**src/rtl/trunk_sel_pkg.sv**
```systemverilog
package trunk_sel_pkg;

    typedef enum logic [1:0] {
        BAL_INGRESS = 2'b00,
        BAL_SRC     = 2'b01,
        BAL_PAIR    = 2'b10,
        BAL_RSVD    = 2'b11
    } bal_mode_e;

endpackage

```
**src/rtl/trunk_fold.sv**
```systemverilog
module trunk_fold #(
    parameter int IN_W  = 48,
    parameter int OUT_W = 2
) (
    input  logic [IN_W-1:0]  din,
    output logic [OUT_W-1:0] dout
);
    localparam int NSLICE = IN_W / OUT_W;

    always_comb begin
        dout = '0;
        for (int i = 0; i < NSLICE; i++) begin
            dout = dout ^ din[i*OUT_W +: OUT_W];
        end
    end

    initial begin
        assert_even_split_R6: assert (IN_W % OUT_W == 0)
            else $error("fold width %0d not a multiple of %0d", IN_W, OUT_W);
    end
endmodule

```
**src/rtl/trunk_group.sv**
```systemverilog
module trunk_group #(
    parameter int NPORT  = 16,
    parameter int CODE_W = 2,
    parameter bit HIGH   = 1'b0,
    localparam int PORT_W = $clog2(NPORT)
) (
    input  logic [CODE_W-1:0] code,
    input  logic [PORT_W-1:0] dst_port,
    input  logic [PORT_W-1:0] src_port,
    input  logic [CODE_W-1:0] hash,
    output logic [NPORT-1:0]  member_mask,
    output logic              dst_hit,
    output logic              src_hit,
    output logic [PORT_W-1:0] pick_port
);
    localparam int SZ_W = CODE_W + 1;

    logic [SZ_W-1:0]   size;
    logic [SZ_W-1:0]   idx;
    logic [PORT_W:0]   base;

    // Code 0 means no group; otherwise size is code + 1
    always_comb begin
        size = (code == '0) ? '0 : SZ_W'(code) + SZ_W'(1);
        base = HIGH ? ((PORT_W+1)'(NPORT) - (PORT_W+1)'(size)) : '0;
        idx  = (size == '0) ? '0 : ({1'b0, hash} % size);
        pick_port = PORT_W'(base + (PORT_W+1)'(idx));
    end

    for (genvar p = 0; p < NPORT; p++) begin : g_member
        if (HIGH) begin : g_hi
            assign member_mask[p] = ((PORT_W+1)'(p) >= base) && (size != '0);
        end else begin : g_lo
            assign member_mask[p] = ((SZ_W+PORT_W)'(p) < (SZ_W+PORT_W)'(size));
        end
    end

    assign dst_hit = member_mask[dst_port];
    assign src_hit = member_mask[src_port];

    always_comb begin
        if (dst_hit) begin
            assert_pick_in_group_R9: assert (member_mask[pick_port])
                else $error("picked port %0d outside group", pick_port);
        end
    end
endmodule

```
**src/rtl/trunk_egress_sel.sv**
```systemverilog
module trunk_egress_sel
    import trunk_sel_pkg::*;
#(
    parameter int NPORT  = 16,
    parameter int MAC_W  = 48,
    parameter int CODE_W = 2,
    localparam int PORT_W = $clog2(NPORT),
    localparam int NGRP   = 2
) (
    input  logic              clk,
    input  logic              rst_n,
    input  logic              frm_vld,
    input  logic [PORT_W-1:0] dst_port,
    input  logic [PORT_W-1:0] src_port,
    input  logic [MAC_W-1:0]  src_mac,
    input  logic [MAC_W-1:0]  dst_mac,
    input  logic [CODE_W-1:0] grp_a_code,
    input  logic [CODE_W-1:0] grp_b_code,
    input  logic [1:0]        bal_mode,
    output logic [NPORT-1:0]  egr_mask,
    output logic              egr_vld
);
    typedef struct packed {
        logic             vld;
        logic [NPORT-1:0] mask;
    } state_t;

    state_t st_d, st_q;

    logic [CODE_W-1:0] h_ing, h_src, h_pair, hash;
    logic [MAC_W-1:0]  pair_key;

    assign pair_key = src_mac ^ dst_mac;

    trunk_fold #(.IN_W(PORT_W), .OUT_W(CODE_W)) u_fold_ing (
        .din(src_port), .dout(h_ing));
    trunk_fold #(.IN_W(MAC_W), .OUT_W(CODE_W)) u_fold_src (
        .din(src_mac), .dout(h_src));
    trunk_fold #(.IN_W(MAC_W), .OUT_W(CODE_W)) u_fold_pair (
        .din(pair_key), .dout(h_pair));

    always_comb begin
        case (bal_mode_e'(bal_mode))
            BAL_SRC:  hash = h_src;
            BAL_PAIR: hash = h_pair;
            default:  hash = h_ing;
        endcase
    end

    logic [NGRP-1:0][CODE_W-1:0] codes;
    logic [NGRP-1:0][NPORT-1:0]  mem_mask;
    logic [NGRP-1:0][PORT_W-1:0] pick;
    logic [NGRP-1:0]             dhit, shit;

    assign codes = {grp_b_code, grp_a_code};

    for (genvar g = 0; g < NGRP; g++) begin : g_grp
        trunk_group #(.NPORT(NPORT), .CODE_W(CODE_W), .HIGH(g == 1)) u_grp (
            .code(codes[g]), .dst_port(dst_port), .src_port(src_port),
            .hash(hash), .member_mask(mem_mask[g]), .dst_hit(dhit[g]),
            .src_hit(shit[g]), .pick_port(pick[g]));
    end

    always_comb begin
        st_d      = '0;
        st_d.vld  = frm_vld;
        if (frm_vld) begin
            if ((dhit & shit) != '0) begin
                st_d.mask = '0;
            end else if (dhit[0]) begin
                st_d.mask[pick[0]] = 1'b1;
            end else if (dhit[1]) begin
                st_d.mask[pick[1]] = 1'b1;
            end else begin
                st_d.mask[dst_port] = 1'b1;
            end
        end
    end

    always_ff @(posedge clk) begin
        if (!rst_n) st_q <= '0;
        else        st_q <= st_d;
    end

    assign egr_mask = st_q.mask;
    assign egr_vld  = st_q.vld;

    assert_onehot_R11: assert property (@(posedge clk) disable iff (!rst_n)
        $onehot0(st_q.mask));
    assert_idle_zero_R11: assert property (@(posedge clk) disable iff (!rst_n)
        !st_q.vld |-> (st_q.mask == '0));
    assert_latency_R1: assert property (@(posedge clk) disable iff (!rst_n)
        st_q.vld |-> $past(frm_vld));
    assert_no_hairpin_a_R10: assert property (@(posedge clk) disable iff (!rst_n)
        $past(shit[0]) |-> ((st_q.mask & $past(mem_mask[0])) == '0));
    assert_no_hairpin_b_R10: assert property (@(posedge clk) disable iff (!rst_n)
        $past(shit[1]) |-> ((st_q.mask & $past(mem_mask[1])) == '0));
endmodule

```
**config.mk**
```make
export PLATFORM = sky130hd
export DESIGN_NAME = trunk_egress_sel
export DESIGN_NICKNAME = d
export VERILOG_FILES = /design/src/rtl/trunk_sel_pkg.sv /design/src/rtl/trunk_fold.sv /design/src/rtl/trunk_group.sv /design/src/rtl/trunk_egress_sel.sv
export SDC_FILE = /design/constraint.sdc
export NUM_CORES = 1
export LEC_CHECK = 0
export ABC_AREA = 1
export BUFFER_PORTS_ARGS = -buffer_cell sky130_fd_sc_hd__clkbuf_2
export CAP_MARGIN = 20
export CELL_PAD_IN_SITES_DETAIL_PLACEMENT = 1
export CELL_PAD_IN_SITES_GLOBAL_PLACEMENT = 1
export CORE_MARGIN = 2
export CORE_UTILIZATION = 36
export CTS_CLUSTER_SIZE = 20
export DETAILED_ROUTE_END_ITERATION = 7
export GPL_TIMING_DRIVEN = 0
export MAX_ROUTING_LAYER = met4
export PLACE_DENSITY = 0.93
export SETUP_SLACK_MARGIN = 0.3
export SLEW_MARGIN = 5
export SYNTH_ARGS = -nofsm -noshare
export SYNTH_HDL_FRONTEND = slang
export SYNTH_SLANG_ARGS = --single-unit
```
**constraint.sdc**
```tcl
create_clock -name clk -period 10.6 [get_ports clk]
set_clock_uncertainty 0.05 [all_clocks]
set_input_delay 2.12 -clock clk [delete_from_list [all_inputs] [get_ports clk]]
set_output_delay 2.12 -clock clk [all_outputs]
set_load 0.03 [all_outputs]
```
Yosys cells after proc, flatten, opt, wreduce, memory -nomap -nowiden
Index checks and enable logic that the tools add are counted.
{ "classes": {"add_sub_neg": 4, "n_div": 2, "n_lt_le_gt_ge": 30, "n_eq_ne": 2, "mux": 21, "n_bitwise": 51, "n_reduce_logical": 27} }
{ "ops": {"columns": ["operator", "count"], "rows": [
  ["XOR 2 bit", 47],
  ["XOR 48 bit", 1],
  [">= comparator 4 x 5 -> 1 bit, first input constant", 8],
  [">= comparator 3 x 5 -> 1 bit, first input constant", 4],
  ["logical AND 1 bit", 19],
  ["binary-select mux 1 bit (select 4 bit)", 4],
  ["two-way mux 16 bit", 1],
  ["< comparator 4 x 5 -> 1 bit, second input constant", 3],
  ["two-way mux 3 bit", 4],
  [">= comparator 1 x 5 -> 1 bit, first input constant", 2],
  [">= comparator 2 x 5 -> 1 bit, first input constant", 2],
  ["< comparator 3 bit, first input constant", 3],
  ["demux 1 bit (select 4 bit)", 2],
  [">= comparator 4 x 1 -> 1 bit, second input constant", 2],
  ["two-way mux 8 bit", 1],
  ["two-way mux 1 bit", 7],
  ["adder 2 x 1 -> 3 bit, second input constant", 2],
  ["logical NOT 3 bit", 2],
  ["< comparator 1 x 3 -> 1 bit, first input constant", 2],
  ["< comparator 2 x 3 -> 1 bit, first input constant", 2],
  ["modulo 2 x 3 -> 3 bit", 2],
  ["< comparator 3 x 5 -> 1 bit, second input constant", 1],
  ["subtractor 5 x 3 -> 5 bit, first input constant", 1],
  ["adder 4 x 3 -> 4 bit", 1],
  ["12 further kinds", 14]
]} }
{ "totals": {"regBits": 17, "in_bits": 113, "out_inout_bits": 17, "word_cells": 140} }

Longest topological paths before layout
Gate-level depths: netlist of run 1.
{ "depth": {"word_depth": 34, "depth_mapped": 36, "ltp_nobuf": 36} }

Hierarchy
A second synthesis of run 1 with hierarchy kept.
{ "unflattened": {"hier_cells": 841, "hier_area_um2": 4543.1} }
{ "by_module_without_submodules": {"columns": ["mod", "n_inst", "cells_per_inst", "area_each_um2", "seq_area_each_um2"], "rows": [
  ["trunk_fold at u_fold_pair ...", 2, 196, 825.8, 0.0],
  ["trunk_egress_sel", 1, 225, 1537.7, 340.3],
  ["trunk_group at g_grp[1].u_grp", 1, 123, 774.5, 0.0],
  ["trunk_group at g_grp[0].u_grp", 1, 91, 541.8, 0.0],
  ["trunk_fold at u_fold_ing", 1, 10, 37.5, 0.0]
]} }

Worst setup path before layout of run 1
OpenSTA, ideal clock, no wires.
{ "synth_path": {"path_type": "input port to flip-flop", "start": "in dst_mac[1]", "end": "reg st_q (netlist bit egr_mask[3])", "setup_ns": 0.121, "arrival_ns": 5.326, "required_time_ns": 10.429, "setup_slack_ns": 5.103, "path_stages": 36, "n_path_buf": 0, "cell_sequence": "inv_1 > nand2_1 > nand2_1 > nand2_1 > nand3_1 > nand2_1 > nand2_1 > nand2_1 > inv_1 > nand2_1 > nand2_1 > inv_1 > nand2_1 > nand2_1 > nand2_1 > nand3_1 > nand2_2 > nand2_1 > ha_1 > or2_2 > nand2_1 > ha_1 > a21oi_1 > nand3_1 > nand2_1 > o21ai_0 > a21oi_1 > ha_1 > xor2_1 > inv_1 > nand3_1 > nand2_2 > nand3_2 > nand2_1 > nand2_1 > a21oi_1"} }
{ "synth_via": {"elab_chain_len": 34, "elab_cells_between_ends": 42, "cone_classes": "add/sub (1); div (2); order compare (4); mux (9); bitwise (24); reduce/logical (2)"} }
{ "synth_lines": {"columns": ["element", "line", "source"], "rows": [
  ["start, declared", "trunk_egress_sel.sv:16", "input logic [MAC_W-1:0] dst_mac,"],
  ["XOR 48 bit *", "trunk_egress_sel.sv:33", "assign pair_key = src_mac ^ dst_mac;"],
  ["XOR 2 bit * (23 in a row)", "trunk_fold.sv:13", "dout = dout ^ din[i*OUT_W +: OUT_W];"],
  ["case mux 2 bit (2 select lines) *", "trunk_egress_sel.sv:43", "case (bal_mode_e'(bal_mode))"],
  ["modulo 2 x 3 -> 3 bit", "trunk_group.sv:26", "idx = (size == '0) ? '0 : ({1'b0, hash} % size);"],
  ["two-way mux 3 bit", "trunk_group.sv:26", null],
  ["adder 4 x 3 -> 4 bit", "trunk_group.sv:27", "pick_port = PORT_W'(base + (PORT_W+1)'(idx));"],
  ["< comparator 4 x 5 -> 1 bit (implied by the code) or >= comparator 4 x 1 -> 1 bit (tied branches)", "trunk_egress_sel.sv:73", "st_d.mask[pick[1]] = 1'b1;"],
  ["logical AND 1 bit (implied by the code)", "trunk_egress_sel.sv:73", null],
  ["two-way mux 1 bit (implied by the code)", "trunk_egress_sel.sv:73", null],
  ["demux 1 bit (select 4 bit)", "trunk_egress_sel.sv:73", null],
  ["two-way mux 16 bit", "trunk_egress_sel.sv:72", "end else if (dhit[1]) begin"],
  ["two-way mux 8 bit *", "trunk_egress_sel.sv:70", "end else if (dhit[0]) begin"],
  ["end signal, assigned", "trunk_egress_sel.sv:82", "else st_q <= st_d;"],
  ["end, declared", "trunk_egress_sel.sv:28", "state_t st_d, st_q;"]
]} }
Mark *: on every way between the ends. The rest lies on a longest branch, timed or not.
A chain may end at the register's enable or synchronous reset.

Final worst setup path of run 1
{ "layout_path": {"start": "in src_mac[11]", "end": "reg st_q (netlist bit egr_mask[13])"} }
{ "layout_via": {"elab_chain_len": 29, "elab_cells_between_ends": 49, "cone_classes": "add/sub (1); div (1); order compare (2); mux (5); bitwise (39); reduce/logical (1)"} }
{ "layout_lines": {"columns": ["element", "line", "source"], "rows": [
  ["start, declared", "trunk_egress_sel.sv:15", "input logic [MAC_W-1:0] src_mac,"],
  ["XOR 48 bit", "trunk_egress_sel.sv:33", null],
  ["XOR 2 bit (19 in a row)", "trunk_fold.sv:13", null],
  ["case mux 2 bit (2 select lines) *", "trunk_egress_sel.sv:43", null],
  ["modulo 2 x 3 -> 3 bit *", "trunk_group.sv:26", null],
  ["two-way mux 3 bit *", "trunk_group.sv:26", null],
  ["adder 4 x 3 -> 4 bit *", "trunk_group.sv:27", null],
  ["< comparator 4 x 5 -> 1 bit (implied by the code) or >= comparator 4 x 1 -> 1 bit (tied branches)", "trunk_egress_sel.sv:73", null],
  ["logical AND 1 bit (implied by the code)", "trunk_egress_sel.sv:73", null],
  ["two-way mux 1 bit (implied by the code)", "trunk_egress_sel.sv:73", null],
  ["demux 1 bit (select 4 bit) *", "trunk_egress_sel.sv:73", null],
  ["two-way mux 16 bit *", "trunk_egress_sel.sv:72", null]
]} }
Marked as above.

==> results of run 1 <==
-- routing by layer --
metal,GRT usage,part of all wire,vias to the layer above
met4,0.0603,0.021,0
li1,-,-,2058
met3,0.0159,0.038,22
met2,0.428,0.54,113
met5,-,0,-
met1,0.216,0.40,1847
-- cell type report --
cell class              instances  area [um^2]
flip-flops and latches         17          340
clock inverters                 1         5.00
inverters                      96          360
repair buffers                129          646
multi-input cells             466         2720
well taps                     129          161
fillers                      1342         4970
clock buffers                   3         41.3
-- flip-flops by register name, indices dropped and copies added (netlist names) --
signal    flops
egr_mask     16
egr_vld       1
-- path summary, 6_finish.rpt --
path / startpoint / endpoint / cells past startpoint
max: src_mac[11] / egr_mask[13] / 33
min: frm_vld / egr_vld / 3
-- report_power, final --
group | leakage, nW | internal (mW) | switching, mW
combinational | 2.26 | 0.113 | 0.171
clock | 0.0255 | 0.0260 | 0.0199
sequential | 0.137 | 0.0655 | 0.000411
total | 2.42 | 0.205 | 0.191
-- logic make-up after synthesis --
group	count (synthesis)
AOI/OAI and AO/OA	53
xor gates and xnor gates	102
buffers and inverters	96
and+or+nand+nor	289
adders and majority gates	22
DFF	17
-- cells in the final DEF (no fill, tap or decap), types with 2 or more instances in the layout --
cell,n
nor4_1,3
inv_2,2
a31oi_1,4
xnor2_1,70
nand3_2,5
nand4_1,3
inv_1,93
ha_1,21
or2_1,3
dfxtp_1,17
o31ai_1,3
nor3_1,3
o211ai_1,4
a21oi_1,18
nand3b_1,2
clkbuf_2,129
or2_2,3
nor2_1,25
xor2_1,32
nand2_1,197
clkbuf_8,3
o21ai_0,17
nand3_1,32
nand2_2,10
-- synth_stat cells (2+ instances only) --
cell | number | area [um^2]
a21oi_1 | 18 | 90.1
a31oi_1 | 4 | 25.0
dfxtp_1 | 17 | 340
ha_1 | 21 | 263
inv_1 | 93 | 349
inv_2 | 2 | 7.51
nand2_1 | 197 | 739
nand2_2 | 10 | 62.6
nand3_1 | 32 | 160
nand3_2 | 5 | 50.1
nand3b_1 | 2 | 15.0
nand4_1 | 3 | 18.8
nor2_1 | 25 | 93.8
nor3_1 | 3 | 15.0
nor4_1 | 3 | 18.8
o211ai_1 | 4 | 30.0
o21ai_0 | 17 | 85.1
o31ai_1 | 3 | 22.5
or2_1 | 3 | 18.8
or2_2 | 3 | 18.8
xnor2_1 | 70 | 613
xor2_1 | 32 | 280
==> results.cfg, run 1 <==
[synth]
syn_area_per_cell_um2 = 5.91
synth_ff_type = dfxtp_1
syn_area_um2 = 3420
ys_ff_latch = 17
synth-edff-count = 0
synth_fa_ha_area_frac = 0.0827
yosys.area_share.simple = 0.362
synth.distinct_cells = 34
seq_area_frac_synth = 0.0995
muxShareOfSynthArea = 0
synth_compound_area_frac = 0.0896
synth_warnings = 0
synth_top_family_by_area = simple AND/OR/NAND/NOR gates
syn-num-nets = 714
synth_xor_area_frac = 0.261
synth_cells = 579
async_reset_ff_frac = 0

[placed_design]
place.gp.congestion = 0.946
numPortBuffers = 129
hpwl_mm = 9.79
placed_area_um2 = 4230
dp.cells = 837
dp_slack_ps = 4340

[sta]
holdWs_ps = 2040
fin_setup_tns_ps = 0
max_freq_mhz = 164
fin_crit_sh = 0.574
rsz0062_at_grt = no
tightest_slew_ps = 472
min_period_ps = 6080
worst_slack_ps = 4520
slew_violations = 0
max_slew_margin = 0.683
finalSetupViolations = 0
finalHoldViolCount = 0

[power_and_ir_drop]
ir_worst_vdd_mv = 0.0432
powerDensity_nw_per_um2 = 92.7
p_leak_nw = 2.42
total_power_mw = 0.396

[global_routing]
grt_antenna_before_repair = 0
gr-total-overflow = 0
grt_start_max_net_pins = 11
grt_pass1_wl_mm = 17.8
grt_pass1_vias = 4348
track_usage = 0.213

[floorplanning]
coreArea_um2 = 9240
initial_core_util = 0.370
dieArea_um2 = 10300
io_pins = 130
die_y_um = 101
std_cell_rows = 35
die_width_um = 101

[route]
drtIter0Drc = 62
ant_nets = 0
dr.pass1.iters = 4
avgViaCountPerCell = 4.80
wirelength_mm = 10.6
vias = 4040
drc_errors = 0
route.detailed.wl_per_inst_um = 12.6

[setup_path]
crit_required_ps = 10710
crit_type = in -> reg
worstSetupEndpointType = register
critPathBufInv = 5
critPathSlowestCell = or2_2
cp-start-kind = primary input
crit_family = simple AND/OR/NAND/NOR gates
max_stage_delay_ps = 320
crit_path_max_fanout = 6
cp_common_cell = nand2_1
arrival_ps = 6190

[clock_network]
post_cts_resized = 0
clkSlewWorstSetupHoldPaths_ps = 60
cts_buffers = 3
clock-sinks = 17
postCtsSetupBuffers = 0
htree_levels = 1
hold_buffers = 0
cts_buffer_depth = 2
clockRootBuffer = clkbuf_8
tritoncts = built

[layout]
syn2layout_area_growth_pct = 25.0
final_area_um2 = 4270
final_util = 0.462
instances_no_fill = 841
fin_nets = 848
drive_above_1_share = 0.218
antenna_cells = 0

[min_path]
min_path_type = in -> reg

[status]
status = finished, final reports clean

[run]
maxCapViolCount = 0
(Power assumes the default switching activity.)
==> inputs of run 2 (changes only) <==
- ABC_AREA: 1 -> 0
- CORE_UTILIZATION: 36 -> 33
- PLACE_DENSITY: 0.93 -> 0.88
- clock period: 10.6 -> 6 ns (I/O delays scaled with it)
==> run 2 against run 1 <==
Sequential power up 77%. First-iteration DRC count grew 95%. Critical path depth down 12. Non-clock buffer count is 8 higher. Combinational power up 88%. Critical endpoint is now egr_mask[15].
==> results.cfg, run 2 <==
[layout]
fill_cells = 970
drive_above_1_share = 0.351
final_common_cell = clkbuf_2
largest_register_ffs = 16
final_util = 0.450
mostFrequentLayoutCells = 126 x clkbuf_2, 74 x xnor2_1, 25 x nand2_1
antenna_cells = 0
instances_no_fill = 549
syn2layout_area_growth_pct = 34.1
fin_nets = 583

[clock_network]
clockRootBuffer = clkbuf_8
clock-sinks = 17
cts_buffer_depth = 2
tritoncts = built
htree_levels = 1
cts_buffers = 3
clkSlewWorstSetupHoldPaths_ps = 60
hold_buffers = 0
postCtsSetupBuffers = 0

[synth]
synth-edff-count = 0
synth_ff_type = dfxtp_1
synth.distinct_cells = 62
synth_top_area_cell = xnor2_1
seq_area_frac_synth = 0.132
synth_top_area_frac = 0.266
synth_warnings = 0
yosysMostFrequentCell = xnor2_1
syn_area_per_cell_um2 = 8.10
synth_cells = 317
syn_area_um2 = 2570
ys_ff_latch = 17
async_reset_ff_frac = 0
syn-num-nets = 452
synth_area_leaders = xnor2_1 27%, dfxtp_1 13%, ha_1 10%
synthTopCellsByCount = 78 x xnor2_1, 25 x nand2_1, 21 x ha_1, 19 x nor2_1

[sta]
fin_setup_tns_ps = 0
tightest_slew_ps = 665
max_slew_margin = 0.552
fin_crit_sh = 0.891
min_period_ps = 5350
max_freq_mhz = 187
rsz0062_at_grt = no
finalHoldViolCount = 0
slew_violations = 0
finalSetupViolations = 0
holdWs_ps = 1180

[setup_path]
crit_path_max_fanout = 5
path_cells = clkbuf_2 > xor2_2 > xnor2_1 > xnor2_1 > xnor3_2 > xnor2_1 > o22a_2 > ha_1 > nand2_1 > and2_1 > ha_4 > a221oi_2 > nor2_2 > mux2_2 > nor2_1 > ha_2 > xnor2_2 > nor3_1 > and3_1 > or3_4 > o22ai_1
cp-start-kind = primary input
crit_type = in -> reg
crit_required_ps = 6130
worstSetupEndpointType = register
arrival_ps = 5480
critPathSlowestCell = xnor3_2
cp_common_cell = xnor2_1
max_stage_delay_ps = 460

[power_and_ir_drop]
powerDensity_nw_per_um2 = 214
p_comb_frac = 0.725
seqPwrFrac = 0.159
pwr-share-clk = 0.116
switching_share = 0.413
p_int_mw = 0.432
ir_worst_vdd_mv = 0.0892
p_switching_mw = 0.304
p_leak_nw = 1.58

[route]
dr.pass1.iters = 4
vias = 2781
ant_nets = 0
drtIter0Drc = 121
drc_errors = 0
avgViaCountPerCell = 5.07
route.detailed.wl_per_inst_um = 14.7
wirelength_mm = 8.06

[min_path]
min-delay-start = frm_vld
min_path_cells = 3
hold_path_end = egr_vld
min_path_type = in -> reg

[floorplanning]
std_cell_rows = 32
dieArea_um2 = 8510
die_y_um = 92.2
coreArea_um2 = 7650
io_pins = 130
initial_core_util = 0.336
die_width_um = 92.2

[global_routing]
grt_pass1_wl_mm = 13.3
gr-total-overflow = 0
grt_antenna_before_repair = 0
track_usage = 0.198
grt_pass1_vias = 2886
grt_start_max_net_pins = 11

[placed_design]
place.gp.congestion = 0.938
dp.cells = 545
hpwl_mm = 6.90
numPortBuffers = 126

[run]
maxCapViolCount = 0

[status]
status = finished, final reports clean
-- run 2: changes by cell type after synthesis, moves of 8 or more --
cell	before	now
a21oi_1	18	9
xor2_1	32	14
xnor2_1	70	78
clkbuf_1	0	8
inv_1	93	17
nand3_1	32	7
nand2_1	197	25
nand2_2	10	0
-- run 2: power by group through the flow --
stage / clock network (mW) / registers [mW] / logic [mW]
3_5_place_dp: 0 / 0.120 / 0.514
5_1_grt: 0.0918 / 0.117 / 0.590
2_1_floorplan: 0 / 0.126 / 0.384
6_report: 0.0858 / 0.117 / 0.534
3_3_place_gp: 0 / 0.119 / 0.498
4_1_cts: 0.0878 / 0.117 / 0.518
-- run 2: area by class of cell --
cell class | count | area [um^2] | area share
well taps | 102 | 128 | 0.0371
plain buffers | 11 | 53.8 | 0.0156
repair buffers | 126 | 631 | 0.183
inverters | 17 | 63.8 | 0.0185
multi-input cells | 272 | 2180 | 0.634
clock buffers | 4 | 45.0 | 0.0131
flip-flops and latches | 17 | 340 | 0.0988
-- run 2: worst max path at each step --
stage,slack (ps),to,cells after the start,start
finish,650,egr_mask[15],21,src_mac[19]
global route,380,egr_mask[15],21,src_mac[1]
CTS,390,egr_mask[14],21,src_mac[25]
detailed placement,140,egr_mask[14],21,src_mac[25]
global placement,250,egr_mask[1],21,src_mac[5]
floorplan,730,egr_mask[14],20,src_mac[27]
-- run 2: repair_timing --
item | 4_1_cts | 5_1_grt
setup endpoints to repair | 0 | 7
gates resized for setup | 0 | 11
hold endpoints to repair | 0 | 0
-- run 2: logic make-up after synthesis --
group | Yosys count | synth area share
xor gates and xnor gates | 96 | 0.349
buffers and inverters | 28 | 0.0458
adders and majority gates | 22 | 0.110
AOI/OAI and AO/OA | 59 | 0.163
muxes | 3 | 0.0127
and+or+nand+nor | 92 | 0.187
DFF | 17 | 0.132
-- run 2: critical path: cells and delay by family --
kind	cells	cell delay (ps)
compound gates	3	730
xor+xnor	6	1350
fa+ha+maj	3	640
buf+inv	1	100
mux	1	280
simple gates	7	1180
-- run 2: per-layer routing --
| metal | vias up | global-route usage | wire length, um |
|---|---|---|---|
| li1 | 1354 | - | - |
| met4 | 0 | 0.0348 | 68 |
| met3 | 7 | 0.0230 | 312 |
| met5 | - | - | 0 |
| met2 | 74 | 0.385 | 4420 |
| met1 | 1346 | 0.217 | 3260 |
-- run 2: per-stage QoR --
step                instance area (um^2)  total power [mW]  setup WS, ps
floorplan                           2570             0.510           727
detailed placement                  3330             0.634           144
global route                        3440             0.799           379
global placement                    3330             0.617           249
CTS                                 3370             0.723           389
finish                              3440             0.737           651
